File: config.mk
export PLATFORM = sky130hd
export DESIGN_NAME = sadd_top
export DESIGN_NICKNAME = d
export VERILOG_FILES = /design/src/rtl/sadd_pkg.sv /design/src/rtl/sadd_fa.sv /design/src/rtl/sadd_shreg.sv /design/src/rtl/sadd_seq.sv /design/src/rtl/sadd_top.sv
export SDC_FILE = /design/constraint.sdc
export NUM_CORES = 1
export LEC_CHECK = 0
export BUFFER_PORTS_ARGS = -buffer_cell sky130_fd_sc_hd__buf_2
export CORE_MARGIN = 8
export CORE_UTILIZATION = 49
export CTS_CLUSTER_SIZE = 25
export DETAILED_ROUTE_END_ITERATION = 6
export GPL_ROUTABILITY_DRIVEN = 0
export PLACE_DENSITY = 0.76
export SYNTH_ARGS = -nofsm -noshare
export SYNTH_HDL_FRONTEND = slang
export SYNTH_HIERARCHICAL = 1
export SYNTH_SLANG_ARGS = --single-unit
File: constraint.sdc
create_clock -name clk -period 3.2 [get_ports clk]
set_clock_uncertainty 0.2 [all_clocks]
set_input_delay 0.48 -clock clk [delete_from_list [all_inputs] [get_ports clk]]
set_output_delay 0.48 -clock clk [all_outputs]
set_load 0.005 [all_outputs]
File: src/rtl/sadd_pkg.sv
package sadd_pkg;

    typedef enum logic {
        SEQ_IDLE = 1'b0,
        SEQ_RUN  = 1'b1
    } seq_state_e;

    typedef struct packed {
        logic s;
        logic c;
    } fa_out_t;

endpackage

File: src/rtl/sadd_fa.sv
module sadd_fa
    import sadd_pkg::*;
(
    input  logic    a,
    input  logic    b,
    input  logic    ci,
    output fa_out_t o
);

    logic half;

    always_comb begin
        half = a ^ b;
        o.s  = half ^ ci;
        o.c  = (a & b) | (ci & half);
    end

endmodule

File: src/rtl/sadd_shreg.sv
module sadd_shreg #(
    parameter int W = 8
) (
    input  logic         clk,
    input  logic         rst,
    input  logic         load,
    input  logic [W-1:0] load_val,
    input  logic         shift,
    input  logic         ser_in,
    output logic [W-1:0] q
);

    typedef struct packed {
        logic [W-1:0] data;
    } sr_t;

    sr_t sr_d, sr_q;

    always_comb begin
        sr_d = sr_q;
        if (load) begin
            sr_d.data = load_val;
        end else if (shift) begin
            sr_d.data = {ser_in, sr_q.data[W-1:1]};
        end
    end

    always_ff @(posedge clk) begin
        if (rst) begin
            sr_q <= '0;
        end else begin
            sr_q <= sr_d;
        end
    end

    assign q = sr_q.data;

endmodule

File: src/rtl/sadd_seq.sv
module sadd_seq
    import sadd_pkg::*;
#(
    parameter int W = 8
) (
    input  logic clk,
    input  logic rst,
    input  logic start,
    input  logic load,
    output logic busy,
    output logic done,
    output logic shift_en,
    output logic carry_clr,
    output logic load_en
);

    localparam int CW = (W > 1) ? $clog2(W) : 1;
    localparam logic [CW-1:0] LAST = CW'(W - 1);

    typedef struct packed {
        seq_state_e    st;
        logic [CW-1:0] cnt;
        logic          done;
    } seq_t;

    seq_t s_d, s_q;
    logic idle;
    logic go;

    always_comb begin
        idle      = (s_q.st == SEQ_IDLE);
        go        = idle && start && !load;
        load_en   = idle && load;
        carry_clr = go;
        shift_en  = (s_q.st == SEQ_RUN);

        s_d       = s_q;
        s_d.done  = 1'b0;
        unique case (s_q.st)
            SEQ_IDLE: begin
                if (go) begin
                    s_d.st  = SEQ_RUN;
                    s_d.cnt = '0;
                end
            end
            SEQ_RUN: begin
                if (s_q.cnt == LAST) begin
                    s_d.st   = SEQ_IDLE;
                    s_d.done = 1'b1;
                end else begin
                    s_d.cnt = s_q.cnt + 1'b1;
                end
            end
            default: s_d.st = SEQ_IDLE;
        endcase
    end

    always_ff @(posedge clk) begin
        if (rst) begin
            s_q <= '{st: SEQ_IDLE, cnt: '0, done: 1'b0};
        end else begin
            s_q <= s_d;
        end
    end

    assign busy = shift_en;
    assign done = s_q.done;

endmodule

File: src/rtl/sadd_top.sv
module sadd_top
    import sadd_pkg::*;
#(
    parameter int W        = 8,
    parameter bit B_RECIRC = 1'b0
) (
    input  logic         clk,
    input  logic         rst,
    input  logic         load,
    input  logic [W-1:0] opa,
    input  logic [W-1:0] opb,
    input  logic         start,
    output logic         busy,
    output logic         done,
    output logic [W-1:0] sum,
    output logic         carry_out
);

    typedef struct packed {
        logic cy;
    } cy_t;

    logic         shift_en;
    logic         carry_clr;
    logic         load_en;
    logic [W-1:0] a_q;
    logic [W-1:0] b_q;
    logic         b_ser;
    fa_out_t      fa_o;
    cy_t          cy_d, cy_q;

    sadd_seq #(.W(W)) u_seq (
        .clk       (clk),
        .rst       (rst),
        .start     (start),
        .load      (load),
        .busy      (busy),
        .done      (done),
        .shift_en  (shift_en),
        .carry_clr (carry_clr),
        .load_en   (load_en)
    );

    sadd_fa u_fa (
        .a  (a_q[0]),
        .b  (b_q[0]),
        .ci (cy_q.cy),
        .o  (fa_o)
    );

    sadd_shreg #(.W(W)) u_acc (
        .clk      (clk),
        .rst      (rst),
        .load     (load_en),
        .load_val (opa),
        .shift    (shift_en),
        .ser_in   (fa_o.s),
        .q        (a_q)
    );

    generate
        if (B_RECIRC) begin : g_b_recirc
            assign b_ser = b_q[0];
        end else begin : g_b_zero
            assign b_ser = 1'b0;
        end
    endgenerate

    sadd_shreg #(.W(W)) u_opb (
        .clk      (clk),
        .rst      (rst),
        .load     (load_en),
        .load_val (opb),
        .shift    (shift_en),
        .ser_in   (b_ser),
        .q        (b_q)
    );

    always_comb begin
        cy_d = cy_q;
        if (carry_clr) begin
            cy_d.cy = 1'b0;
        end else if (shift_en) begin
            cy_d.cy = fa_o.c;
        end
    end

    always_ff @(posedge clk) begin
        if (rst) begin
            cy_q <= '0;
        end else begin
            cy_q <= cy_d;
        end
    end

    assign sum       = a_q;
    assign carry_out = cy_q.cy;

endmodule

==> flow_metrics.env <==
export IMPL_status="complete, no violations"
export IMPL_syn_avg_cell_area_um2=10.84
export IMPL_worstSetupEndpointType="flip-flop"
export IMPL_num_vias=830
export IMPL_slew_violations=0
export IMPL_antenna_left=0
export IMPL_n_fill_cell=199
export IMPL_fin_crit_ps=1776
export IMPL_maxCapViolations=0
export IMPL_numPortBuffers=30
export IMPL_dieArea_um2=3914
export IMPL_syn_nets=122
export IMPL_setup_viol=0
export IMPL_fmax_mhz=562.9
export IMPL_worstHoldStart="opb[6]"
export IMPL_hpwl_mm=1.685
export IMPL_cpPeakStageDelay_ps=490
export IMPL_post_cts_buffers=0
export IMPL_antennaDiodeCount=0
export IMPL_antenna_found_initial=0
export IMPL_synth_seq_cells=22
export IMPL_clk_pin_slew_worst_paths_ps=130
export IMPL_cp_slowest_cell="dfxtp_1"
export IMPL_synth_most_common_cell="dfxtp_1"
export IMPL_ctsLongestPathBuffers=2
export IMPL_synthCells=98
export IMPL_multi_input_area_um2=569.3
export IMPL_power_mw=0.6134
export IMPL_async_flop_share_pct=0
export IMPL_crit_required_ps=3210
export IMPL_finalCritPeriodShare_pct=55.51
export IMPL_die_w_um=62.56
export IMPL_dp_cells=153
export IMPL_vdd_ir_drop_max_mv=0.3618
export IMPL_grt_pass1_vias=897
export IMPL_crit_chain="buf_4 -> nor2b_1 -> buf_4 -> nor2b_1 -> a211oi_1"
export IMPL_fin_cells=157
export IMPL_hold_class="input pin to flip-flop"
export IMPL_die_height_um=62.56
export IMPL_fin_nets=154
export IMPL_cts_tree="built"
export IMPL_finalSetupTns_ps=0
export IMPL_regArea_um2=440.4
export IMPL_initial_core_util_pct=49.94
export IMPL_critPathArrivalTime_ps=1790
export IMPL_hold_violations=0
export IMPL_first_iter_violations=15
export IMPL_path_max_fanout=18
export IMPL_start_kind="flip-flop"
export IMPL_overflow=0
export IMPL_htreeDepth=1
export IMPL_p_leak_nw=0.5397
export IMPL_netlist_area_leader_share_pct=41.46
export IMPL_powerDensity_nw_per_um2=480.2
export IMPL_routed_wl_mm=2.242
export IMPL_ctsResizeCount=0
export IMPL_wl_per_cell_um=14.28
export IMPL_synth_top_flop_cell="dfxtp_1"
export IMPL_drive_above_1_share_pct=31.78
export IMPL_synth_edff_count=0
export IMPL_numCtsBuffers=3
export IMPL_reg2reg_from="u_seq/busy$_SDFF_PP0_"
export IMPL_yosys_area_top_type="dfxtp_1"
export IMPL_track_usage_pct=11.72
export IMPL_grt_max_degree=26
export IMPL_grt_pass1_wl_mm=3.988
export IMPL_ys_top_cells_by_count="dfxtp_1, nor2b_1, mux2i_1"
export IMPL_path_class="flip-flop to flip-flop"
export IMPL_netlist_area_um2=1062
export IMPL_yosys_warnings=6
export IMPL_rsz0062_at_grt="no"
export IMPL_io_pins=31
export IMPL_core_um2=2127
export IMPL_dr_pass1_iters=4
export IMPL_cts_root_buffer="clkbuf_4"
export IMPL_worstSkewPairLatency_ps=300
export IMPL_drt_vias_per_instance=5.287
export IMPL_cp_startpoint="u_seq/busy$_SDFF_PP0_"
export IMPL_drc=0
export IMPL_row_count=17
export IMPL_postCtsHoldBufs=0
export IMPL_seq_area_frac_synth_pct=41.46
export IMPL_synth_cell_types=21
export IMPL_syn2layout_area_growth_pct=20.26
export IMPL_synthTopCellsByArea="dfxtp_1, mux2i_1, a211oi_1"
export IMPL_clkSinkCount=22
-- worst paths after layout --
kind | to | slack, ps | cells past startpoint
setup / recovery | u_opb/q[1]$_SDFFE_PP0P_ | 1420 | 5
hold / removal | u_opb/q[6]$_SDFFE_PP0P_ | 260 | 3
setup reg to reg | u_opb/q[1]$_SDFFE_PP0P_ | 1420 | 5
hold reg to reg | u_seq/s_q[2]$_SDFFE_PP0P_ | 280 | 2
-- metrics by stage --
| stage | hold WS (ps) | setup WS (ps) | instance area, µm² | utilization (%) |
|---|---|---|---|---|
| floorplan | 246.6 | 1570 | 1062 | - |
| global placement | 260.8 | 1517 | 1225 | 57.59 |
| detailed placement | 264.4 | 1453 | 1225 | 57.59 |
| finish | 260.2 | 1424 | 1277 | 60.06 |
| global route | 247.5 | 1262 | 1277 | 60.06 |
| CTS | 254.7 | 1419 | 1277 | 60.06 |
-- kinds of logic after synthesis --
logic type	synth area share, %
mux	16.02
compound gates	14.61
fa+ha+maj	5.419
other cells	0.3530
flops	41.46
buf+inv	4.948
simple gates	17.20
-- power by group --
part	internal [mW]	switching [mW]
sequential	0.295	0.0154
clock	0.126	0.0805
combinational	0.0500	0.0464
total	0.471	0.142
-- cell usage in the layout (no fill, tap or decap) --
cell,netlist,routed
conb_1,1,1
buf_2,0,30
o31ai_1,1,1
nor3b_2,1,1
fa_1,1,1
nor2b_1,18,18
nand2b_1,1,1
nor3_2,1,1
nand4bb_1,2,2
inv_1,2,2
and3b_1,1,1
dfxtp_1,22,22
o41ai_1,2,2
ha_1,3,3
inv_2,2,2
bufinv_16,0,1
buf_4,1,2
clkbuf_4,0,3
or4b_1,1,1
o21ba_2,1,1
a211oi_1,16,16
mux2i_1,17,17
-- critical path: cells and delay by family, from the launching register on --
kind                   cells  cell delay (ps)
buffers and inverters      2              540
flip-flops                 1              490
AND/OR/NAND/NOR            2              220
AO/OA/AOI/OAI              1              230
-- area by class of cell --
cell class / count / share of cell area [%]
Sequential cell: 22 / 34.48
Clock inverter: 1 / 2.351
Multi-Input combinational cell: 67 / 44.56
Clock buffer: 3 / 1.763
Timing Repair Buffer: 32 / 12.93
Tap cell: 28 / 2.742
Inverter: 4 / 1.175
-- metal layers --
metal	global-route usage (%)	share of wire, %	up-vias
met4	2.564	0.62	0
met5	0	0	-
met2	21.86	51	13
met3	3.047	3.7	2
li1	-	-	422
met1	12.81	44	393
-- flip-flops by register name, indices dropped and copies added (netlist names) --
name and flops:
u_seq/done 1, u_acc/q 8, u_seq/s_q 3, u_opb/q 8, u_seq/busy 1, carry_out 1
No activity file was read; power rests on OpenSTA's default activity.
